[src/rtl/tmdsx_pkg.sv]
package tmdsx_pkg;

  typedef struct packed {
    logic loadPix;
    logic loadRaw;
  } slotStrobeT;

  localparam logic [9:0] CTRL_SYM_00 = 10'h354;
  localparam logic [9:0] CTRL_SYM_01 = 10'h0AB;
  localparam logic [9:0] CTRL_SYM_10 = 10'h154;
  localparam logic [9:0] CTRL_SYM_11 = 10'h2AB;

endpackage

[src/rtl/tmdsx_ctrl.sv]
module tmdsx_ctrl
  import tmdsx_pkg::*;
(
  input  logic       clk,
  input  logic       rstN,
  input  logic       slotValid,
  input  logic       rawMode,
  output slotStrobeT strobe,
  output logic       symValid
);

  always_comb begin
    strobe.loadPix = slotValid && !rawMode;
    strobe.loadRaw = slotValid && rawMode;
  end

  always_ff @(posedge clk or negedge rstN) begin
    if (!rstN) symValid <= 1'b0;
    else       symValid <= slotValid;
  end

  assert_valid_follows_R10: assert property (@(posedge clk) disable iff (!rstN)
    slotValid |=> symValid);
  assert_no_spurious_valid_R10: assert property (@(posedge clk) disable iff (!rstN)
    !slotValid |=> !symValid);
  assert_strobe_exclusive_R10: assert property (@(posedge clk) disable iff (!rstN)
    $onehot0({strobe.loadPix, strobe.loadRaw}));

endmodule

[src/rtl/tmdsx_lane.sv]
module tmdsx_lane
  import tmdsx_pkg::*;
#(
  parameter int CH_W   = 8,
  parameter int WORD_W = 32,
  parameter int DISP_W = 6,
  localparam int SYM_W = CH_W + 2,
  localparam int ROT_W = $clog2(WORD_W),
  localparam int NB_W  = $clog2(CH_W),
  localparam int CNT_W = $clog2(CH_W + 1)
) (
  input  logic             clk,
  input  logic             rstN,
  input  slotStrobeT       strobe,
  input  logic [WORD_W-1:0] dataWord,
  input  logic [ROT_W-1:0] rotAmt,
  input  logic [NB_W-1:0]  widthCode,
  input  logic [SYM_W-1:0] rawSym,
  output logic [SYM_W-1:0] sym
);

  logic [2*WORD_W-1:0]        dblWord;
  logic [WORD_W-1:0]          rotWord;
  logic [NB_W:0]              fieldLen;
  logic [CH_W-1:0]            keepMask;
  logic [CH_W-1:0]            chanVal;
  logic [CNT_W-1:0]           onesIn;
  logic [CNT_W-1:0]           onesQm;
  logic                       useXnor;
  logic [CH_W:0]              qm;
  logic signed [DISP_W-1:0]   disp;
  logic signed [DISP_W-1:0]   dispNext;
  logic signed [DISP_W-1:0]   qmBias;
  logic [SYM_W-1:0]           encSym;

  // Field extraction: rotate right, keep the top bits of the low byte.
  always_comb begin
    dblWord  = {dataWord, dataWord} >> rotAmt;
    rotWord  = dblWord[WORD_W-1:0];
    fieldLen = {1'b0, widthCode} + 1'b1;
    keepMask = ~({CH_W{1'b1}} >> fieldLen);
    chanVal  = rotWord[CH_W-1:0] & keepMask;
  end

  // Transition-minimising stage.
  always_comb begin
    onesIn  = CNT_W'($countones(chanVal));
    useXnor = (onesIn > CNT_W'(CH_W / 2)) ||
              ((onesIn == CNT_W'(CH_W / 2)) && !chanVal[0]);
    qm      = '0;
    qm[0]   = chanVal[0];
    for (int i = 1; i < CH_W; i++) begin
      qm[i] = useXnor ? ~(qm[i-1] ^ chanVal[i]) : (qm[i-1] ^ chanVal[i]);
    end
    qm[CH_W] = !useXnor;
    onesQm   = CNT_W'($countones(qm[CH_W-1:0]));
  end

  // DC-balancing stage.
  always_comb begin
    qmBias = DISP_W'(2 * onesQm) - DISP_W'(CH_W);
    if (disp == '0 || qmBias == '0) begin
      encSym = {!qm[CH_W], qm[CH_W],
                qm[CH_W] ? qm[CH_W-1:0] : ~qm[CH_W-1:0]};
      dispNext = qm[CH_W] ? disp + qmBias : disp - qmBias;
    end else if ((disp > 0 && qmBias > 0) || (disp < 0 && qmBias < 0)) begin
      encSym   = {1'b1, qm[CH_W], ~qm[CH_W-1:0]};
      dispNext = disp + (qm[CH_W] ? DISP_W'(2) : DISP_W'(0)) - qmBias;
    end else begin
      encSym   = {1'b0, qm[CH_W], qm[CH_W-1:0]};
      dispNext = disp - (qm[CH_W] ? DISP_W'(0) : DISP_W'(2)) + qmBias;
    end
  end

  always_ff @(posedge clk or negedge rstN) begin
    if (!rstN) begin
      sym  <= '0;
      disp <= '0;
    end else if (strobe.loadRaw) begin
      sym  <= rawSym;
      disp <= '0;
    end else if (strobe.loadPix) begin
      sym  <= encSym;
      disp <= dispNext;
    end
  end

  assert_disp_cleared_R7: assert property (@(posedge clk) disable iff (!rstN)
    strobe.loadRaw |=> (disp == '0));
  assert_disp_even_R6: assert property (@(posedge clk) disable iff (!rstN)
    disp[0] == 1'b0);
  assert_disp_bounded_R6: assert property (@(posedge clk) disable iff (!rstN)
    (disp <= DISP_W'(CH_W)) && (disp >= -DISP_W'(CH_W)));
  assert_disp_idle_R8: assert property (@(posedge clk) disable iff (!rstN)
    !(strobe.loadPix || strobe.loadRaw) |=> $stable(disp));

endmodule

[src/rtl/tmdsx_datapath.sv]
module tmdsx_datapath
  import tmdsx_pkg::*;
#(
  parameter int LANES  = 3,
  parameter int CH_W   = 8,
  parameter int WORD_W = 32,
  parameter int DISP_W = 6,
  localparam int SYM_W = CH_W + 2,
  localparam int ROT_W = $clog2(WORD_W),
  localparam int NB_W  = $clog2(CH_W)
) (
  input  logic                     clk,
  input  logic                     rstN,
  input  slotStrobeT               strobe,
  input  logic [WORD_W-1:0]        dataIn,
  input  logic [LANES*ROT_W-1:0]   laneRot,
  input  logic [LANES*NB_W-1:0]    laneWidth,
  output logic [LANES*SYM_W-1:0]   symOut
);

  for (genvar g = 0; g < LANES; g++) begin : gLane
    tmdsx_lane #(
      .CH_W  (CH_W),
      .WORD_W(WORD_W),
      .DISP_W(DISP_W)
    ) uLane (
      .clk      (clk),
      .rstN     (rstN),
      .strobe   (strobe),
      .dataWord (dataIn),
      .rotAmt   (laneRot[g*ROT_W +: ROT_W]),
      .widthCode(laneWidth[g*NB_W +: NB_W]),
      .rawSym   (dataIn[g*SYM_W +: SYM_W]),
      .sym      (symOut[g*SYM_W +: SYM_W])
    );
  end

endmodule

[src/rtl/tmdsx_top.sv]
module tmdsx_top
  import tmdsx_pkg::*;
#(
  parameter int LANES  = 3,
  parameter int CH_W   = 8,
  parameter int WORD_W = 32,
  parameter int DISP_W = 6,
  localparam int SYM_W = CH_W + 2,
  localparam int OUT_W = LANES * SYM_W,
  localparam int ROT_W = $clog2(WORD_W),
  localparam int NB_W  = $clog2(CH_W)
) (
  input  logic                   clk,
  input  logic                   rstN,
  input  logic                   slotValid,
  input  logic                   rawMode,
  input  logic [WORD_W-1:0]      dataIn,
  input  logic [LANES*ROT_W-1:0] laneRot,
  input  logic [LANES*NB_W-1:0]  laneWidth,
  output logic [OUT_W-1:0]       symOut,
  output logic                   symValid
);

  slotStrobeT strobe;

  tmdsx_ctrl uCtrl (
    .clk      (clk),
    .rstN     (rstN),
    .slotValid(slotValid),
    .rawMode  (rawMode),
    .strobe   (strobe),
    .symValid (symValid)
  );

  tmdsx_datapath #(
    .LANES (LANES),
    .CH_W  (CH_W),
    .WORD_W(WORD_W),
    .DISP_W(DISP_W)
  ) uData (
    .clk      (clk),
    .rstN     (rstN),
    .strobe   (strobe),
    .dataIn   (dataIn),
    .laneRot  (laneRot),
    .laneWidth(laneWidth),
    .symOut   (symOut)
  );

  assert_raw_passthrough_R1: assert property (@(posedge clk) disable iff (!rstN)
    (slotValid && rawMode) |=> (symOut == $past(dataIn[OUT_W-1:0])));
  assert_hold_when_idle_R8: assert property (@(posedge clk) disable iff (!rstN)
    !slotValid |=> $stable(symOut));

endmodule

[config.mk]
export PLATFORM = sky130hd
export DESIGN_NAME = tmdsx_top
export DESIGN_NICKNAME = d
export VERILOG_FILES = /design/src/rtl/tmdsx_pkg.sv /design/src/rtl/tmdsx_ctrl.sv /design/src/rtl/tmdsx_lane.sv /design/src/rtl/tmdsx_datapath.sv /design/src/rtl/tmdsx_top.sv
export SDC_FILE = /design/constraint.sdc
export NUM_CORES = 1
export LEC_CHECK = 0
export BUFFER_PORTS_ARGS = -buffer_cell sky130_fd_sc_hd__buf_2
export CAP_MARGIN = 40
export CORE_UTILIZATION = 63
export DETAILED_ROUTE_END_ITERATION = 10
export GPL_ROUTABILITY_DRIVEN = 0
export GPL_TIMING_DRIVEN = 0
export PLACE_DENSITY_LB_ADDON = 0.08
export SLEW_MARGIN = 20
export SYNTH_ARGS = -nofsm -noshare
export SYNTH_HDL_FRONTEND = slang
export SYNTH_SLANG_ARGS = --single-unit
[constraint.sdc]
create_clock -name clk -period 3.4 [get_ports clk]
set_input_delay 0.34 -clock clk [delete_from_list [all_inputs] [get_ports clk]]
set_output_delay 0.34 -clock clk [all_outputs]
set_load 0.005 [all_outputs]
==> flow_metrics.py, run 1 <==
metrics = {
    "outcome": {
        "run_status": "stopped before the end",
        "last-stage-reached": "global routing (5_1_grt)",
        "stop_error": "[ERROR GRT-0232] Routing congestion too high. Check the congestion heatmap in the GUI.",
    },
    "logic_synthesis": {
        "synth_top_family_by_area": "multiplexers",
        "synthSimpleGateAreaFrac": 0.07966,
        "synth_sequential_area_ratio": 0.1136,
        "yosysUniqueCellTypes": 61,
        "synth_area_per_cell_um2": 10.06,
        "net_count_of_the_mapped_netlist": 1193,
        "synth_enable_flop_cells": 0,
        "postSynthRegisterBits": 46,
        "synth_mux_area_frac": 0.3300,
        "synth_warnings": 0,
        "synth-xor-area-share": 0.1008,
        "synthesized_instance_count": 1007,
        "synth.cell_area_um2": 10130,
        "async_reset_ff_frac": 1.000,
        "synthFlopType": "dfrtp_1",
        "area_fraction_in_compound_gates_after_synthesis": 0.1099,
        "yosys.area_share.adder": 0.1845,
    },
    "clock_tree": {
        "clk_tree_root_cell": "clkbuf_16",
        "cts.sinks": 46,
        "cts.htree.levels": 2,
        "clockBufferDepth": 2,
        "cts-buffers-inserted": 5,
    },
    "place": {
        "placed_area_um2": 11710,
        "hpwlAfterDp_um": 22560,
        "port_buffers": 79,
    },
    "die": {
        "die_width_um": 128.8,
        "rows": 45,
        "die_y_um": 128.8,
        "ioPinCount": 91,
        "start_util": 0.6567,
    },
    "global_routing": {
        "globalRouteTotalUtil": 0.8731,
        "pin_count_of_the_biggest_net_entering_global_routing": 28,
        "grt-ovfl-total": 426,
    },
    "sta": {
        "endpoint_type": "register input",
        "grt_repair_worst_endpoint": "uData.gLane[0].uLane.disp[5]$_DFFE_PN0P_/D",
    },
}
## cell usage after synthesis, drive strengths merged, types with 12 or more instances
cell type | count | area, um2
dfrtp | 46 | 1151
buf | 27 | 146.4
o21ai | 39 | 195.2
a21oi | 45 | 225.2
xor2 | 36 | 341.6
a31oi | 18 | 112.6
nand3 | 12 | 60.06
nand2 | 47 | 176.4
ha | 87 | 1089
a21o | 22 | 165.2
mux2i | 37 | 370.4
mux4 | 128 | 2883
o22ai | 19 | 118.9
xnor2 | 67 | 586.8
fa | 39 | 780.8
clkbuf | 63 | 236.5
nor2 | 62 | 232.7
inv | 118 | 442.9
nor2b | 13 | 81.33
## what timing repair did
| item | 4_1_cts |
|---|---|
| endpoints found under the setup margin | 45 |
| pin swaps | 106 |
| resized for setup | 278 |
| setup buffers | 159 |
| hold buffers | 0 |
| gates cloned | 4 |
## stage by stage
stage / setup WS (ps) / cells / hold WS [ps] / util
2_1_floorplan: -5805 / 1007 / 44.41 / -
3_3_place_gp: -6514 / 1297 / 499.8 / 0.7577
3_5_place_dp: -6617 / 1298 / 338.9 / 0.7590
4_1_cts: -5575 / 1468 / 22.35 / 0.9273
## cell families after synthesis
family | count (synthesis)
DFF | 46
muxes | 173
adders and majority gates | 126
buffers and inverters | 208
and+or+nand+nor | 172
AOI/OAI and AO/OA | 175
xor gates and xnor gates | 107
## metal layers
layer	track usage	overflow
met1	0.8438	7
met2	1.051	282
met3	0.7177	11
met4	0.9405	123
met5	0.3471	3
==> run 2, diff against run 1 <==
--- a/config.mk
+++ b/config.mk
@@ -7,11 +7,11 @@
 export LEC_CHECK = 0
 export BUFFER_PORTS_ARGS = -buffer_cell sky130_fd_sc_hd__buf_2
 export CAP_MARGIN = 40
-export CORE_UTILIZATION = 63
+export CORE_UTILIZATION = 40
 export DETAILED_ROUTE_END_ITERATION = 10
 export GPL_ROUTABILITY_DRIVEN = 0
 export GPL_TIMING_DRIVEN = 0
-export PLACE_DENSITY_LB_ADDON = 0.08
+export PLACE_DENSITY_LB_ADDON = 0.15
 export SLEW_MARGIN = 20
 export SYNTH_ARGS = -nofsm -noshare
 export SYNTH_HDL_FRONTEND = slang
==> run 2 against run 1 <==
  * The flow now finishes, with violations (negative setup slack)
  * Synthesized cell count did not move
  * Synthesized area is the same
==> flow_metrics.py, run 2 <==
metrics = {
    "sta": {
        "setup_viol": 45,
        "unrepaired_setup_endpoints_after_global_routing": "true",
        "finalMaxSlewViolations": 0,
        "min_period_over_period": 2.684,
        "max_freq_mhz": 109.6,
        "timing.final.crit_period_ps": 9127,
        "hold_viol": 0,
        "slew-limit-headroom": 0.5093,
        "worst_clk_skew_ps": 9.465,
        "setup_slack_ps": -5727,
        "fin_hold_ws_ps": 69.49,
        "worstMarginPinSlew_ps": 736.0,
    },
    "outcome": {
        "run_status": "finished with violations",
        "failing_checks": "negative setup slack",
    },
    "logic_synthesis": {
        "yosysUniqueCellTypes": 61,
        "postSynthRegisterBits": 46,
        "synth_area_per_cell_um2": 10.06,
        "synthDominantCellAreaShare": 0.2845,
        "synthFlopType": "dfrtp_1",
        "synthesized_instance_count": 1007,
        "synth_warnings": 0,
        "synthTopCellsByCount": "128 x mux4_2, 115 x inv_1, 87 x ha_1",
        "synth_enable_flop_cells": 0,
        "synthTopCellsByArea": "mux4_2 28%, dfrtp_1 11%, ha_1 11%",
        "synth.cell_area_um2": 10130,
        "async_reset_ff_frac": 1.000,
        "net_count_of_the_mapped_netlist": 1193,
        "yosys.cell_count.top_type": "mux4_2",
        "synth_sequential_area_ratio": 0.1136,
        "synthDominantAreaCellType": "mux4_2",
    },
    "final_layout": {
        "layout-area-overhead-vs-synth_pct": 45.82,
        "largest_register_ff_count": 30,
        "final_nets": 1460,
        "layout-drive-gt1-share": 0.5200,
        "layout_commonest_cell": "buf_4",
        "commonest_cells_after_routing_fill_and_taps_aside": "156 x buf_4, 128 x mux4_2, 89 x inv_1",
        "final_cell_count_no_fill": 1599,
        "largest_register": "uData.gLane.uLane.sym",
        "antenna-diode-count": 0,
        "largest_registers": "uData.gLane.uLane.sym: 30 flops, uData.gLane.uLane.disp: 15 flops, uCtrl.symValid: 1 flops",
    },
    "clock_tree": {
        "cts_tree": "built",
        "clk_transition_reported_paths_ps": 80,
        "clk_tree_root_cell": "clkbuf_16",
        "cts.htree.levels": 2,
        "clockBufferDepth": 2,
        "clk_latency_ps": 310,
        "cts.sinks": 46,
        "cts-buffers-inserted": 5,
    },
    "die": {
        "die_width_um": 161.1,
        "core_um2": 24600,
        "die_y_um": 161.1,
        "rows": 57,
        "ioPinCount": 91,
        "start_util": 0.4117,
        "fp.dieArea_um2": 25970,
    },
    "routing": {
        "drc": 0,
        "drt_first_pass_iters": 5,
        "detail_routed_via_count_per_cell": 5.917,
        "drt_wl_total_um": 35180,
        "detailedRoute.firstIterationViolations": 872,
        "route.detailed.wl_per_inst_um": 22.00,
        "antenna_left": 0,
        "vias": 9461,
    },
    "setup_path": {
        "critical_path_data_required_time_ps": 3580,
        "critPathBufInv": 10,
        "worst-setup-path-type": "in2reg",
        "worst_ep_arrival_time_ps": 9300,
        "slowest_delay_ps": 550,
        "slowest_cp_cell": "fa_1",
        "critPathLaunchType": "primary input",
        "critical_path_peak_fanout": 10,
        "critPathMostFrequentCell": "fa_1",
        "crit_family": "adder cells",
        "timing.critical_path.to_type": "flop",
    },
    "global_routing": {
        "grt_pass1_vias": 9839,
        "antenna_found_initial": 0,
        "globalRouteTotalUtil": 0.2719,
        "grt-ovfl-total": 0,
        "grt_first_pass_wirelength_um": 54750,
        "pin_count_of_the_biggest_net_entering_global_routing": 47,
    },
    "place": {
        "port_buffers": 79,
        "hpwlAfterDp_um": 24380,
        "placedCellCount": 1410,
    },
    "job": {
        "maxCapViolations": 0,
    },
    "worst_hold_path": {
        "hp-class": "in2async",
    },
}
## run 2: cell counts after synthesis
No cell type changed its count.
## run 2: final timing paths
check	from	end	slack (ps)	cells after the start
worst max-delay path	dataIn[9]	uData.gLane[2].uLane.disp[5]$_DFFE_PN0P_	-5730	37
worst min-delay path	rstN	uData.gLane[1].uLane.disp[2]$_DFFE_PN0P_	70	1
worst max register to register	uData.gLane[1].uLane.disp[1]$_DFFE_PN0P_	uData.gLane[1].uLane.disp[5]$_DFFE_PN0P_	600	13
worst min register to register	uData.gLane[0].uLane.sym[8]$_DFFE_PN0P_	uData.gLane[0].uLane.sym[8]$_DFFE_PN0P_	520	2
max in group asynchronous	rstN	uData.gLane[2].uLane.disp[4]$_DFFE_PN0P_	2870	1
min in group clk	slotValid	uCtrl.symValid$_DFF_PN0_	240	1
## run 2: what timing repair did
| action | CTS | global route |
|---|---|---|
| buffers inserted | 127 | 55 |
| endpoints found under the setup margin | 45 | 45 |
| hold buffers | 0 | 0 |
| resized for setup | 240 | 89 |
| gates cloned | 3 | 1 |
| pin swaps | 87 | 77 |
## run 2: logic make-up (layout without fill, tap and decap cells)
logic type / count (synthesis) / in the layout / synth area share
compound gates: 175 / 175 / 0.1099
fa+ha+maj: 126 / 126 / 0.1845
simple gates: 172 / 172 / 0.07966
mux: 173 / 173 / 0.3300
buf+inv: 208 / 476 / 0.08151
flops: 46 / 46 / 0.1136
xor+xnor: 107 / 107 / 0.1008
## run 2: routing by layer
metal,GRT usage,share of wire,up-vias
li1,-,-,4184
met1,0.3561,0.40,4603
met2,0.4436,0.47,557
met3,0.05367,0.090,117
met4,0.1051,0.042,0
met5,0,0,-
## run 2: cell type report
cell class | count | area, um2
clock inverters | 3 | 28.78
flip-flops and latches | 46 | 1151
multi-input cells | 753 | 9443
clock buffers | 5 | 125.1
fillers | 2034 | 9832
inverters | 118 | 470.5
plain buffers | 89 | 1052
well taps | 324 | 405.4
repair buffers | 261 | 2097
## run 2: through the flow
| stage | util | instance area (um2) | TNS [ps] | setup WS, ps |
|---|---|---|---|---|
| 4_1_cts | 0.5690 | 14000 | -228140 | -5648 |
| 2_1_floorplan | - | 11030 | -229790 | -5805 |
| 6_report | 0.6004 | 14770 | -230010 | -5727 |
| 5_1_grt | 0.6004 | 14770 | -242320 | -6035 |
| 3_5_place_dp | 0.4810 | 11830 | -269720 | -6702 |
| 3_3_place_gp | 0.4809 | 11830 | -264780 | -6638 |
Power of run 2 is not shown: default switching activity piles up to over one toggle a cycle in this logic, so the estimate is an artifact.
==> run 3, diff against run 2 <==
--- a/config.mk
+++ b/config.mk
@@ -7,10 +7,11 @@
 export LEC_CHECK = 0
 export BUFFER_PORTS_ARGS = -buffer_cell sky130_fd_sc_hd__buf_2
 export CAP_MARGIN = 40
-export CORE_UTILIZATION = 40
+export CORE_UTILIZATION = 60
 export DETAILED_ROUTE_END_ITERATION = 10
 export GPL_ROUTABILITY_DRIVEN = 0
 export GPL_TIMING_DRIVEN = 0
+export HOLD_SLACK_MARGIN = 0.03
 export PLACE_DENSITY_LB_ADDON = 0.15
 export SLEW_MARGIN = 20
 export SYNTH_ARGS = -nofsm -noshare
==> run 3 against run 2 <==
  * The run now fails in global routing (5_1_grt)
  * Synthesized cell count stayed put
  * Synthesized area did not move
==> flow_metrics.py, run 3 <==
metrics = {
    "logic_synthesis": {
        "postSynthRegisterBits": 46,
        "synthFlopType": "dfrtp_1",
        "yosys.cell_count.top_type": "mux4_2",
        "synth_warnings": 0,
        "synthTopCellsByArea": "mux4_2 28%, dfrtp_1 11%, ha_1 11%",
        "synth_area_per_cell_um2": 10.06,
        "synthTopCellsByCount": "128 x mux4_2, 115 x inv_1, 87 x ha_1",
        "net_count_of_the_mapped_netlist": 1193,
        "synth_enable_flop_cells": 0,
        "yosysUniqueCellTypes": 61,
        "synthDominantCellAreaShare": 0.2845,
        "async_reset_ff_frac": 1.000,
        "synthesized_instance_count": 1007,
        "synth_sequential_area_ratio": 0.1136,
        "synthDominantAreaCellType": "mux4_2",
        "synth.cell_area_um2": 10130,
    },
    "sta": {
        "endpoint_type": "register input",
        "grt_repair_worst_endpoint": "uData.gLane[0].uLane.disp[5]$_DFFE_PN0P_/D",
    },
    "outcome": {
        "run_status": "stopped before the end",
        "last-stage-reached": "global routing (5_1_grt)",
        "stop_error": "[ERROR GRT-0232] Routing congestion too high. Check the congestion heatmap in the GUI.",
    },
    "clock_tree": {
        "cts-buffers-inserted": 5,
        "postCtsHoldBufs": 0,
        "cts.sinks": 46,
        "clockBufferDepth": 2,
        "clk_tree_root_cell": "clkbuf_16",
        "cts.htree.levels": 2,
    },
    "global_routing": {
        "pin_count_of_the_biggest_net_entering_global_routing": 25,
        "globalRouteTotalUtil": 0.7101,
        "antenna_found_initial": 11,
        "grt-ovfl-total": 1,
    },
    "die": {
        "ioPinCount": 91,
        "die_y_um": 131.9,
        "rows": 47,
        "die_width_um": 131.9,
        "start_util": 0.6131,
    },
    "place": {
        "hpwlAfterDp_um": 22790,
        "port_buffers": 79,
    },
}
run 3: cell counts after synthesis:
No cell type changed its count.
run 3: repair_timing:
| item | CTS |
|---|---|
| gates resized for setup | 274 |
| hold endpoints to repair | 0 |
| pin swaps | 77 |
| endpoints found under the setup margin | 45 |
| buffers inserted | 164 |
| gates cloned | 2 |
run 3: layer usage:
| layer | global-route usage | overflow |
|---|---|---|
| met2 | 0.8833 | 0 |
| met3 | 0.5890 | 0 |
| met5 | 0.3167 | 0 |
| met4 | 0.6621 | 1 |
| met1 | 0.6950 | 0 |
run 3: per-stage QoR:
stage | std cells | cell area [um2] | utilization | setup slack (ps)
4_1_cts | 1479 | 14340 | 0.8676 | -5633
3_5_place_dp | 1307 | 11720 | 0.7093 | -6656
3_3_place_gp | 1306 | 11700 | 0.7081 | -6525
2_1_floorplan | 1007 | 11030 | - | -5805
run 3: cells by family after synthesis:
logic type,after synthesis,share of synthesized area
AOI/OAI and AO/OA,175,0.1099
xor gates and xnor gates,107,0.1008
adders and majority gates,126,0.1845
buffers and inverters,208,0.08151
DFF,46,0.1136
muxes,173,0.3300
and+or+nand+nor,172,0.07966
